## src/rtl/sio_stat_pkg.sv

```systemverilog
package sio_stat_pkg;
  localparam int STAT_W   = 16;
  localparam int ID_W     = 8;
  localparam int N_MODEM  = 3;   // index 0 DSR, 1 CTS, 2 CD
  localparam int N_EVT    = 6;   // index i lands on status bit 8+i
  localparam int N_EN     = 4;
  localparam int SYNC_LEN = 2;

  localparam int M_DSR = 0;
  localparam int M_CTS = 1;
  localparam int M_CD  = 2;

  localparam int E_PAR  = 0;
  localparam int E_FRM  = 1;
  localparam int E_BRK  = 2;
  localparam int E_OVF  = 5;

  localparam int EN_MODEM = 0;
  localparam int EN_RX    = 1;
  localparam int EN_SPEC  = 2;
  localparam int EN_TX    = 3;

  typedef enum logic {
    SEL_STATUS = 1'b0,
    SEL_INTID  = 1'b1
  } rd_sel_e;
endpackage

```

## src/rtl/sio_modem_sync.sv

```systemverilog
module sio_modem_sync #(
  parameter int NUM_IN = 3,
  parameter int STAGES = 2
) (
  input  logic              clk,
  input  logic              rst_n,
  input  logic [NUM_IN-1:0] async_in,
  input  logic              clr_i,
  output logic [NUM_IN-1:0] level_o,
  output logic [NUM_IN-1:0] delta_o
);
  for (genvar g = 0; g < NUM_IN; g++) begin : g_in
    logic [STAGES-1:0] chain_q, chain_d;
    logic              prev_q, prev_d;
    logic              dlt_q, dlt_d;
    logic              changed;

    always_comb begin
      chain_d = {chain_q[STAGES-2:0], async_in[g]};
      prev_d  = chain_q[STAGES-1];
      changed = chain_q[STAGES-1] ^ prev_q;
      dlt_d   = changed | (dlt_q & ~clr_i);
    end

    always_ff @(posedge clk or negedge rst_n) begin
      if (!rst_n) begin
        chain_q <= '0;
        prev_q  <= 1'b0;
        dlt_q   <= 1'b0;
      end else begin
        chain_q <= chain_d;
        prev_q  <= prev_d;
        dlt_q   <= dlt_d;
      end
    end

    assign level_o[g] = chain_q[STAGES-1];
    assign delta_o[g] = dlt_q;


    delta_set_chk: assert property (@(posedge clk) disable iff (!rst_n)
      (chain_q[STAGES-1] != prev_q) |=> dlt_q);

    delta_clr_chk: assert property (@(posedge clk) disable iff (!rst_n)
      (clr_i && (chain_q[STAGES-1] == prev_q)) |=> !dlt_q);
  end
endmodule

```

## src/rtl/sio_evt_sticky.sv

```systemverilog
module sio_evt_sticky #(
  parameter int N = 6
) (
  input  logic         clk,
  input  logic         rst_n,
  input  logic [N-1:0] evt_i,
  input  logic         clr_i,
  output logic [N-1:0] flags_o
);
  logic [N-1:0] flags_q, flags_d;

  always_comb begin
    // set has priority over a clearing read in the same cycle
    flags_d = evt_i | (flags_q & ~{N{clr_i}});
  end

  always_ff @(posedge clk or negedge rst_n) begin
    if (!rst_n) flags_q <= '0;
    else        flags_q <= flags_d;
  end

  assign flags_o = flags_q;


  evt_keep_chk: assert property (@(posedge clk) disable iff (!rst_n)
    1'b1 |=> ((flags_q & $past(evt_i)) == $past(evt_i)));

  evt_clr_chk: assert property (@(posedge clk) disable iff (!rst_n)
    (clr_i && (evt_i == '0)) |=> (flags_q == '0));

  evt_hold_chk: assert property (@(posedge clk) disable iff (!rst_n)
    !clr_i |=> ((flags_q & $past(flags_q)) == $past(flags_q)));
endmodule

```

## src/rtl/sio_int_id.sv

```systemverilog
module sio_int_id
  import sio_stat_pkg::*;
#(
  parameter int NM = N_MODEM,
  parameter int NE = N_EN
) (
  input  logic          clk,
  input  logic          rst_n,
  input  logic          trig_i,
  input  logic          txe_i,
  input  logic          special_i,
  input  logic [NM-1:0] delta_i,
  input  logic [NE-1:0] en_i,
  output logic [ID_W-1:0] id_o,
  output logic          irq_o
);
  logic irq_q, irq_d;
  logic modem_any;

  always_comb begin
    id_o      = '0;
    id_o[5]   = trig_i;
    id_o[4]   = txe_i;
    id_o[3]   = special_i;
    id_o[NM-1:0] = delta_i;
    modem_any = |delta_i;
    irq_d     = (trig_i    & en_i[EN_RX])   |
                (txe_i     & en_i[EN_TX])   |
                (special_i & en_i[EN_SPEC]) |
                (modem_any & en_i[EN_MODEM]);
  end

  always_ff @(posedge clk or negedge rst_n) begin
    if (!rst_n) irq_q <= 1'b0;
    else        irq_q <= irq_d;
  end

  assign irq_o = irq_q;


  irq_modem_chk: assert property (@(posedge clk) disable iff (!rst_n)
    ((|delta_i) && en_i[EN_MODEM]) |=> irq_q);

  irq_quiet_chk: assert property (@(posedge clk) disable iff (!rst_n)
    (!trig_i && !txe_i && !special_i && (delta_i == '0)) |=> !irq_q);
endmodule

```

## src/rtl/sio_chan_status.sv

```systemverilog
module sio_chan_status
  import sio_stat_pkg::*;
(
  input  logic              clk,
  input  logic              rst_n,
  input  logic              cts_in,
  input  logic              dsr_in,
  input  logic              cd_in,
  input  logic              tx_fifo_empty,
  input  logic              tx_shift_empty,
  input  logic              rx_data_avail,
  input  logic              rx_trig_hit,
  input  logic [N_EVT-1:0]  rx_evt,
  input  logic              stat_mode_en,
  input  logic [N_EN-1:0]   int_en,
  input  logic              rd_en,
  input  logic              rd_sel,
  input  logic              rd_full,
  output logic [STAT_W-1:0] rd_data,
  output logic              rd_valid,
  output logic              tx_drained,
  output logic              irq
);
  logic [N_MODEM-1:0] modem_raw, modem_lvl, modem_dlt;
  logic [N_EVT-1:0]   evt_flags;
  logic [ID_W-1:0]    id_byte;
  logic [STAT_W-1:0]  status_word;
  logic               clr_sticky, clr_delta, special;
  logic [STAT_W-1:0]  rd_data_q, rd_data_d;
  logic               rd_valid_q;
  rd_sel_e            sel;

  always_comb begin
    modem_raw        = '0;
    modem_raw[M_DSR] = dsr_in;
    modem_raw[M_CTS] = cts_in;
    modem_raw[M_CD]  = cd_in;
  end

  assign sel        = rd_sel_e'(rd_sel);
  assign clr_sticky = rd_en & (sel == SEL_STATUS) & rd_full;
  assign clr_delta  = rd_en & (sel == SEL_INTID);

  sio_modem_sync #(.NUM_IN(N_MODEM), .STAGES(SYNC_LEN)) u_sync (
    .clk(clk), .rst_n(rst_n), .async_in(modem_raw), .clr_i(clr_delta),
    .level_o(modem_lvl), .delta_o(modem_dlt));

  sio_evt_sticky #(.N(N_EVT)) u_sticky (
    .clk(clk), .rst_n(rst_n), .evt_i(rx_evt), .clr_i(clr_sticky),
    .flags_o(evt_flags));

  assign special = evt_flags[E_OVF] | evt_flags[E_BRK] |
                   evt_flags[E_FRM] | evt_flags[E_PAR];

  sio_int_id #(.NM(N_MODEM), .NE(N_EN)) u_id (
    .clk(clk), .rst_n(rst_n), .trig_i(rx_trig_hit), .txe_i(tx_fifo_empty),
    .special_i(special), .delta_i(modem_dlt), .en_i(int_en),
    .id_o(id_byte), .irq_o(irq));

  always_comb begin
    status_word                  = '0;
    status_word[15]              = stat_mode_en;
    status_word[8 +: N_EVT]      = evt_flags;
    status_word[5]               = modem_lvl[M_CTS];
    status_word[4]               = modem_lvl[M_DSR];
    status_word[3]               = modem_lvl[M_CD];
    status_word[2]               = tx_fifo_empty;
    status_word[1]               = tx_shift_empty;
    status_word[0]               = rx_data_avail;
  end

  always_comb begin
    rd_data_d = rd_data_q;
    if (rd_en) begin
      if (sel == SEL_INTID)  rd_data_d = {{(STAT_W-ID_W){1'b0}}, id_byte};
      else if (rd_full)      rd_data_d = status_word;
      else                   rd_data_d = {8'h00, status_word[7:0]};
    end
  end

  always_ff @(posedge clk or negedge rst_n) begin
    if (!rst_n) begin
      rd_data_q  <= '0;
      rd_valid_q <= 1'b0;
    end else begin
      rd_data_q  <= rd_data_d;
      rd_valid_q <= rd_en;
    end
  end

  assign rd_data    = rd_data_q;
  assign rd_valid   = rd_valid_q;
  assign tx_drained = tx_fifo_empty & tx_shift_empty;


  rd_valid_chk: assert property (@(posedge clk) disable iff (!rst_n)
    rd_en |=> rd_valid);

  mode_bit_chk: assert property (@(posedge clk) disable iff (!rst_n)
    (rd_en && !rd_sel && rd_full) |=> (rd_data[15] == $past(stat_mode_en)));

  id_high_zero_chk: assert property (@(posedge clk) disable iff (!rst_n)
    (rd_en && rd_sel) |=> (rd_data[15:6] == '0));
endmodule

```

## config.mk

```make
export PLATFORM = sky130hd
export DESIGN_NAME = sio_chan_status
export DESIGN_NICKNAME = d
export VERILOG_FILES = /design/src/rtl/sio_stat_pkg.sv /design/src/rtl/sio_modem_sync.sv /design/src/rtl/sio_evt_sticky.sv /design/src/rtl/sio_int_id.sv /design/src/rtl/sio_chan_status.sv
export SDC_FILE = /design/constraint.sdc
export NUM_CORES = 1
export LEC_CHECK = 0
export BUFFER_PORTS_ARGS = -buffer_cell sky130_fd_sc_hd__buf_2
export CAP_MARGIN = 20
export CORE_ASPECT_RATIO = 1.4
export CORE_MARGIN = 10
export CORE_UTILIZATION = 50
export DETAILED_ROUTE_END_ITERATION = 7
export PLACE_DENSITY = 0.8
export SLEW_MARGIN = 20
export SYNTH_ARGS = -nofsm -noshare
export SYNTH_HDL_FRONTEND = slang
export SYNTH_SLANG_ARGS = --single-unit
export TNS_END_PERCENT = 100
```

## constraint.sdc

```tcl
create_clock -name clk -period 3.7 [get_ports clk]
set_input_delay 0 -clock clk [delete_from_list [all_inputs] [get_ports clk]]
set_output_delay 0 -clock clk [all_outputs]
set_load 0.02 [all_outputs]
```

==> flow_metrics.env <==
export IMPL_cpMaxStageDelayCell="dlygate4sd3_1"
export IMPL_synth_top_area_cell="dfrtp_1"
export IMPL_critPathCaptureType="flip-flop"
export IMPL_fill_cells=152
export IMPL_final_util_pct=71.6
export IMPL_grt_first_pass_wirelength_mm=4.35
export IMPL_setup_viol=0
export IMPL_path_max_fanout=3
export IMPL_skew_ps=11.6
export IMPL_htree_levels=2
export IMPL_worstSkewPairLatency_ps=330
export IMPL_grt_ovfl_total=0
export IMPL_timing_final_crit_period_ps=2110
export IMPL_syn_area_um2=1190
export IMPL_fin_nets=170
export IMPL_synth_compound_area_share_pct=13.8
export IMPL_worstPathArrival_ps=2330
export IMPL_die_h_um=77.8
export IMPL_switching_power_uw=179
export IMPL_cap_violations=0
export IMPL_synth_edf_count=0
export IMPL_clkSlewWorstSetupHoldPaths_ps=90
export IMPL_rsz0062_at_grt="false"
export IMPL_synth_distinct_cells=23
export IMPL_powerDensity_nw_per_um2=431
export IMPL_synth_area_per_cell_um2=13.3
export IMPL_clock_sinks=33
export IMPL_slew_violations=0
export IMPL_io_buffers=38
export IMPL_worst_pin_slew_ps=690
export IMPL_synthMuxAreaShare_pct=4.19
export IMPL_yosysWarnings=0
export IMPL_r2r_slack_ps=1590
export IMPL_core_um2=2230
export IMPL_cts_made_buffers=5
export IMPL_worstHoldStart="rx_trig_hit"
export IMPL_io_pins=42
export IMPL_setup_tns_ps=0
export IMPL_slew_limit_headroom_pct=54.0
export IMPL_postRouteAntennaNets=0
export IMPL_p_clk_share_pct=26.3
export IMPL_path_class="reg -> reg"
export IMPL_antenna_found_initial=0
export IMPL_post_cts_repair_setup_buffers=0
export IMPL_synth_simple_area_share_pct=6.81
export IMPL_whs_path_depth=3
export IMPL_first_pass_iters=4
export IMPL_swShare_pct=26.1
export IMPL_num_rows=20
export IMPL_path_cells="or4_4 > a222oi_1 > nand2_1 > dlygate4sd3_1"
export IMPL_combPwrFrac_pct=15.4
export IMPL_multi_input_area_um2=334
export IMPL_p_leak_nw=0.777
export IMPL_cts_path_max_buffers=2
export IMPL_synth_top_family_by_area="compound AO/OA/AOI/OAI gates"
export IMPL_grt_max_degree=34
export IMPL_seq_area_frac_synth_pct=69.1
export IMPL_fin_crit_sh_pct=57.0
export IMPL_diodes=0
export IMPL_seqPwrFrac_pct=58.3
export IMPL_drtIter0Drc=39
export IMPL_gp_congestion=0.749
export IMPL_worstHoldEndpoint="rd_data[5]"
export IMPL_cts_tree="done"
export IMPL_hold_class="in -> reg"
export IMPL_synth_area_leaders="dfrtp_1 69%, a22o_1 4.4%, mux2i_1 4.2%"
export IMPL_max_clock_freq_mhz=474
export IMPL_start_kind="flip-flop"
export IMPL_hold_violations=0
export IMPL_synth_fa_ha_area_share_pct=0
export IMPL_synthesis_instances=90
export IMPL_syn2layout_area_growth_pct=33.4
export IMPL_rr_startpoint="u_sticky.flags_o[2]"
export IMPL_start_util_pct=53.7
export IMPL_worstPathRequired_ps=3920
export IMPL_slowest_delay_ps=580
export IMPL_die_x_um=61.3
export IMPL_synth_seq_cells=33
export IMPL_synthFlopType="dfrtp_1"
export IMPL_status="completed"
export IMPL_timing_rr_end="u_id.irq_o"
export IMPL_drive_gt1_share_pct=31.1
export IMPL_yosys_top_cells_count="33 x dfrtp_1, 8 x nand2_1, 6 x a22o_1, 6 x nor2_1"
export IMPL_cts_root_buf="clkbuf_4"
export IMPL_regArea_um2=826
export IMPL_via_per_inst=5.23
export IMPL_vias=889
export IMPL_grt_pass1_vias=890
export IMPL_yosysMostFrequentCell="dfrtp_1"
export IMPL_peakVddDrop_mv=0.329
export IMPL_grt_use_total_pct=12.3
export IMPL_synthXorXnorAreaFrac_pct=2.20
export IMPL_yosysTopAreaCellShare_pct=69.1
export IMPL_fp_dieArea_um2=4770
export IMPL_reg2regPathDepth=4
export IMPL_ys_async_sr_fraction_pct=100
export IMPL_totalWireLength_mm=2.75
export IMPL_power_internal_uw=508
export IMPL_routedWlPerCell_um=16.2
export IMPL_drc=0
export IMPL_place_detailed_hpwl_mm=1.98
## critical path, delay by kind of cell (launching register included)
kind                   cells  cell delay [ps]
AOI/OAI and AO/OA          1              360
buffers and inverters      1              580
DFF                        1              410
and+or+nand+nor            2              650
## cell type report
class	count	area share (%)
clock buffer	8	3.06
inverter	2	0.471
multi-input combinational	51	21.0
sequential	33	51.8
tap	22	1.73
timing repair buffer	54	22.0
## through the flow
stage	cells	total power, mW	hold slack, ps	instance area [um2]	worst slack, ps
after CTS	170	0.697	34.1	1590	1640
after floorplan	92	0.460	-296	1200	2320
after detailed placement	146	0.502	85.9	1390	2200
after global routing	170	0.726	62.1	1590	1550
after global placement	146	0.498	81.3	1390	2280
final	170	0.688	50.0	1590	1590
## cells by family (layout without fill, tap and decap cells)
kind of cell / Yosys count / count (layout)
compound gates: 22 / 22
xor+xnor: 3 / 3
buf+inv: 8 / 64
flops: 33 / 33
mux: 5 / 5
other cells: 1 / 3
simple gates: 18 / 18
## placed cells by master, fill, tap and decap left out, drive strengths merged
master and instances:
inv 2, a21oi 5, and2 1, a222oi 1
mux2i 5, clkbuf 8, dlygate4sd3 16, o31ai 1
xnor2 3, nor2 6, buf 38, and3 1
nand3 1, or4 1, a21o 6, conb 3
nand2 8, o2bb2ai 1, dfrtp 33, o21ai 1
a22o 7
## flip-flops by register name, indices dropped and copies added, names as in the netlist
name and cells:
u_id.irq_o 1, u_sync.g_in.chain_q 6, rd_valid 1, rd_data 13, u_sync.g_in.dlt_q 3, u_sync.g_in.prev_q 3
u_sticky.flags_o 6
## what timing repair did
| action | CTS | global route |
|---|---|---|
| gates resized for setup | 0 | 0 |
| hold buffers | 16 | 0 |
| setup endpoints to repair | 0 | 0 |
| endpoints found under the hold margin | 47 | 0 |
## power groups by stage
stage | sequential, mW | clock [mW] | combinational (mW)
after floorplan | 0.424 | 0 | 0.0361
after global placement | 0.407 | 0 | 0.0910
after detailed placement | 0.408 | 0 | 0.0937
after CTS | 0.401 | 0.189 | 0.107
after global routing | 0.404 | 0.207 | 0.115
final | 0.401 | 0.181 | 0.106
## metal layers
layer | global-route usage, % | wire [um]
met3 | 4.40 | 214
met1 | 13.3 | 1030
met5 | 0 | 0
met2 | 20.4 | 1470
met4 | 5.50 | 34
## worst max-delay path by stage
stage,start,end
finish,u_sticky.flags_o[2],u_id.irq_o
global route,u_sticky.flags_o[2],u_id.irq_o
CTS,u_sticky.flags_o[2],u_id.irq_o
detailed placement,u_sticky.flags_o[2],u_id.irq_o
global placement,u_sticky.flags_o[2],u_id.irq_o
floorplan,u_sticky.flags_o[2],u_id.irq_o
(Power assumes the default switching activity.)
